## config.mk

```make
export PLATFORM = sky130hd
export DESIGN_NAME = errcnt_bank
export DESIGN_NICKNAME = d
export VERILOG_FILES = /design/src/rtl/errcnt_pkg.sv /design/src/rtl/sat_counter.sv /design/src/rtl/bit_err_snap.sv /design/src/rtl/reg_read_mux.sv /design/src/rtl/errcnt_bank.sv
export SDC_FILE = /design/constraint.sdc
export NUM_CORES = 1
export LEC_CHECK = 0
export ABC_AREA = 1
export BUFFER_PORTS_ARGS = -buffer_cell sky130_fd_sc_hd__buf_4
export CAP_MARGIN = 10
export CORE_MARGIN = 5
export CORE_UTILIZATION = 60
export CTS_CLUSTER_DIAMETER = 100
export DETAILED_ROUTE_END_ITERATION = 12
export GPL_ROUTABILITY_DRIVEN = 0
export GPL_TIMING_DRIVEN = 1
export PLACE_DENSITY = 0.8
export SLEW_MARGIN = 10
export SYNTH_ARGS = -nofsm -noshare
export SYNTH_HDL_FRONTEND = slang
export SYNTH_SLANG_ARGS = --single-unit
```

## constraint.sdc

```tcl
create_clock -name clk -period 2.26 [get_ports clk]
set_input_delay 0.339 -clock clk [delete_from_list [all_inputs] [get_ports clk]]
set_output_delay 0.339 -clock clk [all_outputs]
set_load 0.1 [all_outputs]
```

## src/rtl/errcnt_pkg.sv

```systemverilog
// Shared constants for the framer error counter bank.
// Assumes an 8-bit offset space; offsets are compared after a cast to the bus width.
package errcnt_pkg;
    localparam int unsigned OFS_LCV_LO  = 32'h54;
    localparam int unsigned OFS_LCV_HI  = 32'h55;
    localparam int unsigned OFS_FEBE_LO = 32'h56;
    localparam int unsigned OFS_FEBE_HI = 32'h57;
    localparam int unsigned OFS_BERR_LO = 32'h58;
    localparam int unsigned OFS_BERR_HI = 32'h59;

    // Decoded target of one read access.
    typedef enum logic [2:0] {
        SEL_NONE,
        SEL_LCV_LO,
        SEL_LCV_HI,
        SEL_FEBE_LO,
        SEL_FEBE_HI,
        SEL_BERR_LO,
        SEL_BERR_HI
    } rd_sel_e;
endpackage

```

## src/rtl/sat_counter.sv

```systemverilog
// Saturating event counter with a synchronous clear.
// A clear that coincides with an event loads one, so the event is kept.
// Assumes W >= 1; the count stops at all-ones.
module sat_counter #(
    parameter int W = 16
) (
    input  logic         clk,
    input  logic         rst_n,
    input  logic         inc,
    input  logic         clr,
    output logic [W-1:0] cnt
);
    localparam logic [W-1:0] CNT_MAX = {W{1'b1}};
    localparam logic [W-1:0] CNT_ONE = W'(1);

    // Count update: clear has priority, then saturating increment.
    always_ff @(posedge clk) begin
        if (!rst_n) begin
            cnt <= '0;
        end else if (clr) begin
            cnt <= inc ? CNT_ONE : '0;
        end else if (inc && (cnt != CNT_MAX)) begin
            cnt <= cnt + CNT_ONE;
        end
    end
endmodule

```

## src/rtl/bit_err_snap.sv

```systemverilog
// Test-pattern bit error counter with a snapshot holding register.
// On snap the live count is copied to the holding register and the live
// counter is cleared (restarting at one if an error arrives in that cycle).
module bit_err_snap #(
    parameter int W = 12
) (
    input  logic         clk,
    input  logic         rst_n,
    input  logic         err_evt,
    input  logic         snap,
    output logic [W-1:0] live_cnt,
    output logic [W-1:0] held_cnt
);
    sat_counter #(.W(W)) u_live (
        .clk  (clk),
        .rst_n(rst_n),
        .inc  (err_evt),
        .clr  (snap),
        .cnt  (live_cnt)
    );

    // Holding register: captures the pre-clear live count on snap.
    always_ff @(posedge clk) begin
        if (!rst_n) begin
            held_cnt <= '0;
        end else if (snap) begin
            held_cnt <= live_cnt;
        end
    end
endmodule

```

## src/rtl/reg_read_mux.sv

```systemverilog
// Read decoder and registered data mux for the counter bank.
// Produces the per-counter read side-effect strobes in the strobe cycle and
// registers the selected byte for the following cycle.
// Assumes every count fits in two data bytes.
module reg_read_mux
    import errcnt_pkg::*;
#(
    parameter int ADDR_W = 8,
    parameter int DATA_W = 8,
    parameter int LCV_W  = 16,
    parameter int FEBE_W = 10,
    parameter int BERR_W = 12
) (
    input  logic              clk,
    input  logic              rst_n,
    input  logic              rd_en,
    input  logic [ADDR_W-1:0] rd_addr,
    input  logic              latch_hold,
    input  logic [LCV_W-1:0]  lcv_cnt,
    input  logic [FEBE_W-1:0] febe_cnt,
    input  logic [BERR_W-1:0] berr_live,
    input  logic [BERR_W-1:0] berr_held,
    output logic              lcv_clr,
    output logic              febe_clr,
    output logic              berr_snap,
    output logic [DATA_W-1:0] rd_data
);
    localparam int VIEW_W = 2 * DATA_W;

    rd_sel_e            sel;
    logic [VIEW_W-1:0]  lcv_view;
    logic [VIEW_W-1:0]  febe_view;
    logic [VIEW_W-1:0]  live_view;
    logic [VIEW_W-1:0]  held_view;
    logic [DATA_W-1:0]  rd_next;

    // Offset decode into a one-of-seven selector.
    always_comb begin
        sel = SEL_NONE;
        if (rd_en) begin
            if (rd_addr == ADDR_W'(OFS_LCV_LO))       sel = SEL_LCV_LO;
            else if (rd_addr == ADDR_W'(OFS_LCV_HI))  sel = SEL_LCV_HI;
            else if (rd_addr == ADDR_W'(OFS_FEBE_LO)) sel = SEL_FEBE_LO;
            else if (rd_addr == ADDR_W'(OFS_FEBE_HI)) sel = SEL_FEBE_HI;
            else if (rd_addr == ADDR_W'(OFS_BERR_LO)) sel = SEL_BERR_LO;
            else if (rd_addr == ADDR_W'(OFS_BERR_HI)) sel = SEL_BERR_HI;
        end
    end

    // Zero-extend each count to a two-byte view.
    always_comb begin
        lcv_view  = '0;
        febe_view = '0;
        live_view = '0;
        held_view = '0;
        lcv_view[LCV_W-1:0]   = lcv_cnt;
        febe_view[FEBE_W-1:0] = febe_cnt;
        live_view[BERR_W-1:0] = berr_live;
        held_view[BERR_W-1:0] = berr_held;
    end

    // Byte select for the addressed register.
    always_comb begin
        unique case (sel)
            SEL_LCV_LO:  rd_next = lcv_view[DATA_W-1:0];
            SEL_LCV_HI:  rd_next = lcv_view[VIEW_W-1:DATA_W];
            SEL_FEBE_LO: rd_next = febe_view[DATA_W-1:0];
            SEL_FEBE_HI: rd_next = febe_view[VIEW_W-1:DATA_W];
            SEL_BERR_LO: rd_next = live_view[DATA_W-1:0];
            SEL_BERR_HI: rd_next = held_view[VIEW_W-1:DATA_W];
            default:     rd_next = '0;
        endcase
    end

    // Read side effects for each counter.
    always_comb begin
        lcv_clr   = (sel == SEL_LCV_HI) && !latch_hold;
        febe_clr  = ((sel == SEL_FEBE_LO) || (sel == SEL_FEBE_HI)) && !latch_hold;
        berr_snap = (sel == SEL_BERR_LO);
    end

    // Output register: read data appears one cycle after the strobe.
    always_ff @(posedge clk) begin
        if (!rst_n) begin
            rd_data <= '0;
        end else begin
            rd_data <= rd_next;
        end
    end
endmodule

```

## src/rtl/errcnt_bank.sv

```systemverilog
// Framer error counter bank: line-code, far-end block and bit error counts
// behind a byte-wide read bus with per-counter read side effects.
// Assumes single-cycle event strobes synchronous to clk.
module errcnt_bank #(
    parameter int ADDR_W = 8,
    parameter int DATA_W = 8,
    parameter int LCV_W  = 16,
    parameter int FEBE_W = 10,
    parameter int BERR_W = 12
) (
    input  logic              clk,
    input  logic              rst_n,
    input  logic              bpv_evt,
    input  logic              exz_evt,
    input  logic              exz_cnt_en,
    input  logic              e1_mode,
    input  logic              febe_evt,
    input  logic              perr_evt,
    input  logic              latch_hold,
    input  logic              rd_en,
    input  logic [ADDR_W-1:0] rd_addr,
    output logic [DATA_W-1:0] rd_data
);
    logic              lcv_inc;
    logic              febe_inc;
    logic              lcv_clr;
    logic              febe_clr;
    logic              berr_snap;
    logic [LCV_W-1:0]  lcv_q;
    logic [FEBE_W-1:0] febe_q;
    logic [BERR_W-1:0] berr_q;
    logic [BERR_W-1:0] berr_hold;

    // Event qualification by the enable and mode inputs.
    always_comb begin
        lcv_inc  = bpv_evt | (exz_evt & exz_cnt_en);
        febe_inc = febe_evt & e1_mode;
    end

    sat_counter #(.W(LCV_W)) u_lcv (
        .clk  (clk),
        .rst_n(rst_n),
        .inc  (lcv_inc),
        .clr  (lcv_clr),
        .cnt  (lcv_q)
    );

    sat_counter #(.W(FEBE_W)) u_febe (
        .clk  (clk),
        .rst_n(rst_n),
        .inc  (febe_inc),
        .clr  (febe_clr),
        .cnt  (febe_q)
    );

    bit_err_snap #(.W(BERR_W)) u_berr (
        .clk     (clk),
        .rst_n   (rst_n),
        .err_evt (perr_evt),
        .snap    (berr_snap),
        .live_cnt(berr_q),
        .held_cnt(berr_hold)
    );

    reg_read_mux #(
        .ADDR_W(ADDR_W),
        .DATA_W(DATA_W),
        .LCV_W (LCV_W),
        .FEBE_W(FEBE_W),
        .BERR_W(BERR_W)
    ) u_rdmux (
        .clk       (clk),
        .rst_n     (rst_n),
        .rd_en     (rd_en),
        .rd_addr   (rd_addr),
        .latch_hold(latch_hold),
        .lcv_cnt   (lcv_q),
        .febe_cnt  (febe_q),
        .berr_live (berr_q),
        .berr_held (berr_hold),
        .lcv_clr   (lcv_clr),
        .febe_clr  (febe_clr),
        .berr_snap (berr_snap),
        .rd_data   (rd_data)
    );
endmodule

```

==> impl_metrics.py, run 1 <==
metrics = {
    "drt": {
        "drt_iter0_markers": 243,
        "dr.pass1.iters": 5,
        "wl_microns": 6640,
        "vias_per_cell": 5.35,
        "antenna_left": 0,
        "drc_errors": 0,
        "post_drt_wl_per_cell_microns": 12.6,
        "vias": 2825,
    },
    "synthesis": {
        "synth_nets": 453,
        "seq_area_frac_synth": 0.338,
        "yosys_warnings": 0,
        "synth_cell_types": 45,
        "synth-main-ff-cell": "dfxtp_1",
        "syn_area_per_cell_sq_um": 6.86,
        "ys_seq_elements": 50,
        "synth_edf_count": 0,
        "async_flop_share": 0,
        "syn_inst": 432,
        "syn_area_sq_mm": 0.00297,
    },
    "critical_path": {
        "crit_path_top_delay_cell": "dfxtp_1",
        "start_kind": "flop",
        "crit_buf_inv": 0,
        "path_cells": "ha_1, nand3_1, nor2_1, nand3_1, nand2_1, nor2_1, nand2_1, nor2_1, xnor2_1, nor2_1",
        "critPathKind": "flop to flop",
        "critPathMaxFanout": 8,
        "worst_ep_required_time_ns": 2.45,
        "cp_top_family": "simple AND/OR/NAND/NOR gates",
        "worst_path_most_repeated_cell": "nor2_1",
        "critPathMaxStageDelay_ns": 0.38,
        "arrival_ns": 2.10,
        "end_kind": "flop",
    },
    "cells_and_area": {
        "nets": 482,
        "drive_gt1_frac": 0.154,
        "final_cell_mix": "87 x nand2_1, 69 x nor2_1, 50 x inv_1, 50 x dfxtp_1, 33 x nand3_1",
        "area_delta_synth_final_pct": 11.3,
        "instances_no_fill": 528,
        "multiInputGateArea_sq_mm": 0.00172,
        "final_common_cell": "nand2_1",
        "ff_latch_area_sq_mm": 0.00100,
        "n_fill_cell": 441,
        "antennaDiodeCount": 0,
    },
    "sta": {
        "setup_viol": 0,
        "slew_violations": 0,
        "final.period_utilization": 0.842,
        "rsz0062_at_grt": "false",
        "setup_ws_ns": 0.357,
        "tightestPinTransition_ns": 0.561,
        "timing.slew.headroom": 0.623,
        "final_hold_viol_count": 0,
        "fin_crit_ns": 1.90,
        "tns_ns": 0,
        "max_freq_mhz": 525,
        "skew_ns": 0.00712,
    },
    "die": {
        "initial_core_util": 0.624,
        "core_sq_mm": 0.00475,
        "pin_count": 26,
        "rows": 25,
        "dieArea_sq_mm": 0.00645,
        "die_y_microns": 80.3,
        "die_x_microns": 80.3,
    },
    "power": {
        "p_leak_nw": 1.34,
        "powerDensity_mw_per_mm2": 468,
        "finalPower_mw": 1.54,
        "peakVddDrop_mv": 0.313,
    },
    "placement": {
        "hpwl_microns": 5130,
        "place_ws_ns": 0.265,
        "numPortBuffers": 25,
        "dp.cells": 521,
    },
    "clocking": {
        "htreeDepth": 2,
        "clkLatencyLatePin_ns": 0.31,
        "clock_sinks": 50,
        "cts_tree": "yes",
        "clkTransAtPathRegs_ns": 0.09,
        "ctsResizeCount": 0,
        "clk_path_buf_depth": 2,
        "cts_buffers": 5,
        "cts-root-buf": "clkbuf_8",
        "hold_buffers": 0,
        "cts_setup_buffers": 0,
    },
    "run_status": {
        "status": "completed",
    },
    "global_routing": {
        "grt_pass1_vias": 2494,
        "gr-total-overflow": 0,
        "grt_max_degree": 19,
        "grt_pass1_wl_microns": 11400,
        "grt_use_total": 0.225,
        "antenna_found_initial": 0,
    },
    "worst_hold_path": {
        "holdCritPathClass": "input port to flop",
    },
    "run": {
        "drv_cap": 0,
    },
}
-- worst register-to-register path, stage by stage, from the launching register on --
cell and delay [ns]:
dfxtp_1 0.38, ha_1 0.27, nand3_1 0.10, nor2_1 0.05
nand3_1 0.07, nand2_1 0.17, nor2_1 0.28, nand2_1 0.16
nor2_1 0.14, xnor2_1 0.13, nor2_1 0.05
-- cell usage after synthesis (2+ instances only) --
cell type | number | area, sq um
a21oi_1 | 19 | 95.1
buf_6 | 2 | 22.5
dfxtp_1 | 50 | 1000
ha_1 | 3 | 37.5
inv_1 | 50 | 188
inv_2 | 6 | 22.5
nand2_1 | 87 | 327
nand2_2 | 8 | 50.1
nand2_4 | 2 | 22.5
nand3_1 | 33 | 165
nand3_2 | 4 | 40.0
nand3b_1 | 3 | 22.5
nand4_1 | 20 | 125
nor2_1 | 69 | 259
nor2_2 | 2 | 12.5
nor2_8 | 2 | 40.0
nor3_1 | 13 | 65.1
nor3_2 | 2 | 20.0
nor3b_1 | 3 | 22.5
nor3b_2 | 3 | 37.5
o21ai_0 | 15 | 75.1
o22ai_1 | 2 | 12.5
xnor2_1 | 2 | 17.5
xor2_1 | 11 | 96.3
-- flip-flops by register name, indices dropped and copies added (netlist names) --
signal,cells
u_berr.held_cnt,4
u_berr.u_live.cnt,12
u_febe.cnt,10
u_lcv.cnt,16
u_rdmux.rd_data,8
-- cell families (layout without fill, tap and decap cells) --
family          count (synthesis)  in the layout  share of synthesized area
simple gates                  258            258                      0.432
buf+inv                        62             91                     0.0840
flops                          50             50                      0.338
compound gates                 46             46                     0.0949
xor+xnor                       13             13                     0.0384
fa+ha+maj                       3              3                     0.0127
-- layout make-up --
type,count,share of cell area
sequential,50,0.303
multi-input combinational,320,0.520
tap,67,0.0254
clock inverter,2,0.00417
clock buffer,5,0.0209
timing repair buffer,27,0.0614
inverter,57,0.0648
-- final timing paths --
kind | slack (ns) | depth (start not counted) | start | endpoint
worst max-delay path | 0.36 | 10 | u_lcv.cnt[0] | u_lcv.cnt[9]
worst min-delay path | 0.35 | 3 | perr_evt | u_berr.u_live.cnt[0]
worst max register to register | 0.36 | 10 | u_lcv.cnt[0] | u_lcv.cnt[9]
worst min register to register | 0.47 | 2 | u_berr.held_cnt[11] | u_berr.held_cnt[11]
-- routing by layer --
layer	vias to the layer above	GRT usage	share of wire
met5	-	0	0
met4	0	0.0878	0.022
met3	11	0.0471	0.055
met2	75	0.352	0.47
met1	1276	0.303	0.46
li1	1463	-	-
-- metrics by stage --
| stage | cell area (sq um) | utilization | hold slack, ns |
|---|---|---|---|
| CTS | 3300 | 0.694 | 0.344 |
| floorplan | 2970 | - | 0.444 |
| finish | 3300 | 0.694 | 0.348 |
| global placement | 3220 | 0.677 | 0.456 |
| detailed placement | 3220 | 0.677 | 0.457 |
| global route | 3300 | 0.694 | 0.346 |
-- power breakdown --
group | switching (mW) | leakage [nW] | internal (mW)
Clock | 0.305 | 0.0444 | 0.214
Sequential | 0.0103 | 0.404 | 0.890
Combinational | 0.0773 | 0.895 | 0.0481
Note: power is estimated with default switching activity, not from simulation.
==> run 2: changes to the inputs <==
Clock period 2.26 ns to 1.9 ns, I/O delays scaled along.
==> run 2 against run 1 <==
  * Hold slack lost 0.058 ns
  * Non-clock buffer count grew 7
  * Critical path depth is the same
  * Sequential power grew 19%
  * First-iteration DRC count shrank 23%
  * Flip-flop and latch count is the same
  * Critical path type unchanged
  * Core utilization grew 1.5 points
  * Sequential share of layout area shrank 0.65 points
  * Combinational power grew 25%
  * Cell area grew 2.2%
  * Power grew 22%
  * Final cell count grew 1.5%
==> impl_metrics.py, run 2 (synthesis results as in run 1) <==
metrics = {
    "cells_and_area": {
        "drive_gt1_frac": 0.171,
        "area_delta_synth_final_pct": 13.7,
        "final_common_cell": "nand2_1",
        "top_register": "u_lcv.cnt",
        "nets": 489,
        "fin_util": 0.709,
        "instances_no_fill": 536,
        "final_cell_mix": "87 x nand2_1, 68 x nor2_1, 50 x inv_1, 50 x dfxtp_1, 34 x buf_4",
        "antennaDiodeCount": 0,
        "n_fill_cell": 427,
        "largestRegisters": "u_lcv.cnt x16, u_berr.u_live.cnt x12, u_febe.cnt x10",
        "largest_register_ffs": 16,
    },
    "sta": {
        "slew_violations": 0,
        "hold-worst-slack_ns": 0.291,
        "setup_viol": 0,
        "skew_ns": 0.00587,
        "max_freq_mhz": 574,
        "final_hold_viol_count": 0,
        "tns_ns": 0,
        "tightestPinTransition_ns": 0.312,
        "rsz0062_at_grt": "false",
        "timing.slew.headroom": 0.790,
        "fin_crit_ns": 1.74,
        "final.period_utilization": 0.918,
    },
    "critical_path": {
        "critPathKind": "flop to flop",
        "critPathMaxStageDelay_ns": 0.36,
        "path_cells": "buf_4, inv_1, nor3_1, inv_1, nor2_1, nand3_1, nor3_1, nand2_1, nand2_1, nor2_1",
        "start_kind": "flop",
        "reg2reg_from": "u_berr.u_live.cnt[0]",
        "arrival_ns": 1.96,
        "critPathMaxFanout": 4,
        "worst_ep_required_time_ns": 2.11,
        "crit_path_top_delay_cell": "dfxtp_1",
        "end_kind": "flop",
        "cp-startpoint": "u_berr.u_live.cnt[0]",
    },
    "global_routing": {
        "grt_util_met2": 0.377,
        "gr-total-overflow": 0,
        "antenna_found_initial": 0,
        "top_usage_layer": "met2",
        "grt_util_met3": 0.0392,
        "use_met1": 0.303,
        "grt_pass1_vias": 2553,
        "grt_max_degree": 19,
        "grt_pass1_wl_microns": 11700,
        "grt_use_total": 0.230,
    },
    "drt": {
        "vias": 2925,
        "wl_microns": 7080,
        "vias_per_cell": 5.46,
        "drc_errors": 0,
        "post_drt_wl_per_cell_microns": 13.2,
        "antenna_left": 0,
        "dr.pass1.iters": 6,
        "drt_iter0_markers": 187,
    },
    "worst_hold_path": {
        "holdCritPathClass": "input port to flop",
        "worstHoldStart": "perr_evt",
    },
    "power": {
        "p_leak_nw": 1.38,
        "powerDensity_mw_per_mm2": 561,
        "peakVddDrop_mv": 0.491,
    },
    "clocking": {
        "htreeDepth": 2,
        "cts-root-buf": "clkbuf_8",
        "cts_setup_buffers": 0,
        "cts_buffers": 5,
        "cts_tree": "yes",
        "clock_sinks": 50,
        "clk_path_buf_depth": 2,
        "clkTransAtPathRegs_ns": 0.09,
        "clkLatencyLatePin_ns": 0.31,
    },
    "die": {
        "core_sq_mm": 0.00475,
        "die_x_microns": 80.3,
        "die_y_microns": 80.3,
        "dieArea_sq_mm": 0.00645,
        "rows": 25,
        "initial_core_util": 0.624,
        "pin_count": 26,
    },
    "run": {
        "drv_cap": 0,
    },
    "run_status": {
        "status": "completed",
    },
    "placement": {
        "numPortBuffers": 25,
        "dp.cells": 528,
        "hpwl_microns": 5440,
    },
}
-- run 2: cell types whose count changed in the layout (fill, tap and decap cells not counted), sizes merged --
cell,previous run,this run
buf,27,34
clkbuf,5,7
clkinv,2,1
-- run 2: report_power, final --
group	leakage, nW	internal (mW)	switching [mW]
clock network	0.0489	0.302	0.361
logic	0.930	0.0627	0.0937
registers	0.404	1.06	0.0129
total	1.38	1.42	0.468
-- run 2: timing repair --
action	CTS	global route
gates resized for setup	0	2
hold buffers	0	0
endpoints found under the setup margin	0	2
endpoints found under the hold margin	0	0
-- run 2: cell type report --
type / instances / area (sq um) / share of cell area
well taps: 67 / 83.8 / 0.0249
repair buffers: 34 / 255 / 0.0757
inverters: 57 / 214 / 0.0635
clock buffers: 7 / 86.3 / 0.0256
flip-flops and latches: 50 / 1000 / 0.297
clock inverters: 1 / 8.76 / 0.00260
multi-input cells: 320 / 1720 / 0.511
-- run 2: critical path: cells and delay by family, from the launching register on --
kind	cells	cell delay [ns]
buffers and inverters	3	0.27
flip-flops	1	0.36
AND/OR/NAND/NOR	7	1.01
-- run 2: per-stage QoR --
stage	cell area (sq um)	setup WS, ns	power [mW]
floorplan	2970	0.322	1.18
global placement	3270	0.152	1.25
detailed placement	3270	0.0421	1.25
CTS	3360	0.153	1.90
global route	3370	0.0118	1.97
finish	3370	0.157	1.89
-- run 2: final timing paths --
path         slack [ns]  depth (start not counted)              endpoint
min reg2reg        0.48                          2   u_berr.held_cnt[10]
max reg2reg        0.16                         10  u_berr.u_live.cnt[7]
max                0.16                         10  u_berr.u_live.cnt[7]
min                0.29                          3  u_berr.u_live.cnt[0]
-- run 2: metal layers --
layer,vias up,wire length [microns]
met2,92,3320
li1,1485,-
met3,15,408
met5,-,0
met1,1333,3190
met4,0,156
==> run 3: changes to the inputs <==
Settings changed: CORE_UTILIZATION 60 to 64, CTS_CLUSTER_SIZE from default to 30, GPL_TIMING_DRIVEN 1 to 0, PLACE_DENSITY 0.8 to 0.85.
Clock period 1.9 ns to 2.1 ns, I/O delays scaled along.
==> run 3 against run 2 <==
  * First-iteration DRC count up 39%
  * Clock skew fell by 0.0011 ns
  * Cell area fell by 2.3%
  * Sequential share of layout area increased by 0.69 points
  * Non-clock buffer count fell by 5
  * Highest routed layer unchanged
  * Clock-buffer cell count shrank 1
  * Critical path depth unchanged
==> impl_metrics.py, run 3 (synthesis results as in run 1) <==
metrics = {
    "run_status": {
        "status": "completed",
    },
    "sta": {
        "tns_ns": 0,
        "setup_ws_ns": 0.264,
        "final_hold_viol_count": 0,
        "skew_ns": 0.00479,
        "slew_violations": 0,
        "fin_crit_ns": 1.84,
        "final.period_utilization": 0.874,
        "rsz0062_at_grt": "false",
        "setup_viol": 0,
        "tightestPinTransition_ns": 0.613,
        "max_freq_mhz": 545,
        "timing.slew.headroom": 0.591,
        "hold-worst-slack_ns": 0.324,
    },
    "cells_and_area": {
        "final_cell_mix": "87 x nand2_1, 69 x nor2_1, 50 x inv_1, 50 x dfxtp_1, 33 x nand3_1",
        "final_common_cell": "nand2_1",
        "fin_area_sq_mm": 0.00330,
        "n_fill_cell": 362,
        "antennaDiodeCount": 0,
        "top_register": "u_lcv.cnt",
        "largestRegisters": "u_lcv.cnt x16, u_berr.u_live.cnt x12, u_febe.cnt x10",
        "area_delta_synth_final_pct": 11.1,
        "largest_register_ffs": 16,
        "drive_gt1_frac": 0.153,
        "instances_no_fill": 515,
        "nets": 484,
    },
    "clocking": {
        "cts_buffers": 5,
        "htreeDepth": 2,
        "hold_buffers": 0,
        "cts_tree": "yes",
        "clkTransAtPathRegs_ns": 0.09,
        "clock_sinks": 50,
        "clkLatencyLatePin_ns": 0.30,
        "cts-root-buf": "clkbuf_8",
        "clk_path_buf_depth": 2,
    },
    "power": {
        "comb_power_share": 0.080,
        "p_int_mw": 1.24,
        "clkPwrFrac": 0.328,
        "powerDensity_mw_per_mm2": 497,
        "sw_frac_of_total": 0.246,
        "p_sw_mw": 0.403,
        "seqPwrFrac": 0.592,
        "p_leak_nw": 1.34,
        "peakVddDrop_mv": 0.527,
    },
    "drt": {
        "antenna_left": 0,
        "drc_errors": 0,
        "drt_iter0_markers": 259,
        "post_drt_wl_per_cell_microns": 13.2,
        "vias_per_cell": 5.60,
        "wl_microns": 6780,
        "vias": 2883,
        "dr.pass1.iters": 5,
    },
    "run": {
        "drv_cap": 0,
    },
    "critical_path": {
        "worst_ep_required_time_ns": 2.35,
        "crit_path_top_delay_cell": "dfxtp_1",
        "critPathKind": "flop to flop",
        "reg2reg_from": "u_berr.u_live.cnt[0]",
        "arrival_ns": 2.08,
        "reg2reg_setup_slack_ns": 0.26,
        "ff2ff_path_depth": 10,
        "path_cells": "ha_1, inv_1, nor3_2, nand2_1, nand2_1, inv_1, nand3_1, inv_1, nand4_1, and3_1",
        "start_kind": "flop",
        "critPathMaxFanout": 6,
        "worst_path_most_repeated_cell": "inv_1",
        "timing.rr.end": "u_berr.u_live.cnt[10]",
        "critPathMaxStageDelay_ns": 0.48,
        "end_kind": "flop",
    },
    "die": {
        "die_x_microns": 78.1,
        "dieArea_sq_mm": 0.00609,
        "core_sq_mm": 0.00441,
        "pin_count": 26,
        "die_y_microns": 78.1,
        "rows": 24,
        "initial_core_util": 0.672,
    },
    "global_routing": {
        "grt_max_degree": 15,
        "grt_use_total": 0.229,
        "antenna_found_initial": 0,
        "grt_pass1_vias": 2496,
        "gr-total-overflow": 0,
        "grt_pass1_wl_microns": 11600,
    },
    "placement": {
        "dp.cells": 508,
        "hpwl_microns": 5230,
        "numPortBuffers": 24,
        "dpl_cell_area_sq_mm": 0.00321,
        "place_ws_ns": 0.206,
    },
    "worst_hold_path": {
        "hold_depth": 3,
        "holdPathEnd": "u_berr.u_live.cnt[0]",
        "worstHoldStart": "perr_evt",
        "holdCritPathClass": "input port to flop",
    },
}
run 3: cell count changes in the layout (fill, tap and decap cells not counted):
cell        change
buf_4          -10
buf_6           +2
buf_1           +1
buf_2           +1
clkbuf_1        +1
clkbuf_8        -1
clkinvlp_4      +1
inv_6           -1
nor2_1          +1
nor2_2          -1
run 3: stage by stage:
stage | utilization | power [mW]
after global placement | 0.727 | 1.12
after floorplan | - | 1.07
after CTS | 0.745 | 1.65
after detailed placement | 0.727 | 1.12
after global routing | 0.747 | 1.73
final | 0.747 | 1.64
run 3: how the worst max path moves through the flow:
| stage | start | end | slack, ns | cells after the start |
|---|---|---|---|---|
| after floorplan | u_berr.u_live.cnt[0] | u_berr.u_live.cnt[10] | 0.52 | 9 |
| after global placement | u_berr.u_live.cnt[0] | u_berr.u_live.cnt[4] | 0.24 | 10 |
| after detailed placement | u_berr.u_live.cnt[0] | u_berr.u_live.cnt[10] | 0.21 | 9 |
| after CTS | u_berr.u_live.cnt[0] | u_berr.u_live.cnt[10] | 0.18 | 10 |
| after global routing | u_berr.u_live.cnt[0] | u_berr.u_live.cnt[8] | 0.1 | 11 |
| final | u_berr.u_live.cnt[0] | u_berr.u_live.cnt[10] | 0.26 | 10 |
run 3: layout make-up:
type / instances / area, sq um / share of cell area
Clock buffer: 6 / 72.6 / 0.0220
Multi-Input combinational cell: 320 / 1720 / 0.522
Buffer: 5 / 35.0 / 0.0106
Sequential cell: 50 / 1000 / 0.304
Tap cell: 52 / 65.1 / 0.0197
Clock inverter: 1 / 7.51 / 0.00228
Timing Repair Buffer: 24 / 180 / 0.0547
Inverter: 57 / 214 / 0.0649
run 3: power by group through the flow:
stage / registers [mW] / clock network [mW] / logic (mW)
2_1_floorplan: 0.988 / 0 / 0.0825
3_3_place_gp: 0.992 / 0 / 0.126
3_5_place_dp: 0.993 / 0 / 0.129
4_1_cts: 0.970 / 0.552 / 0.130
5_1_grt: 0.972 / 0.607 / 0.147
6_report: 0.971 / 0.538 / 0.131
run 3: what timing repair did:
item,4_1_cts,5_1_grt
resized for setup,0,1
setup endpoints to repair,0,1
buffers inserted,0,0
run 3: per-layer routing:
layer,vias up,share of wire,global-route usage
li1,1472,-,-
met2,112,0.47,0.370
met1,1289,0.44,0.312
met5,-,0,0
met4,0,0.015,0.0591
met3,10,0.076,0.0446
run 3: worst max-delay path, delay by kind of cell (launching register included):
kind	cells	cell delay, ns
simple gates	6	0.80
flops	1	0.48
buf+inv	3	0.29
fa+ha+maj	1	0.21
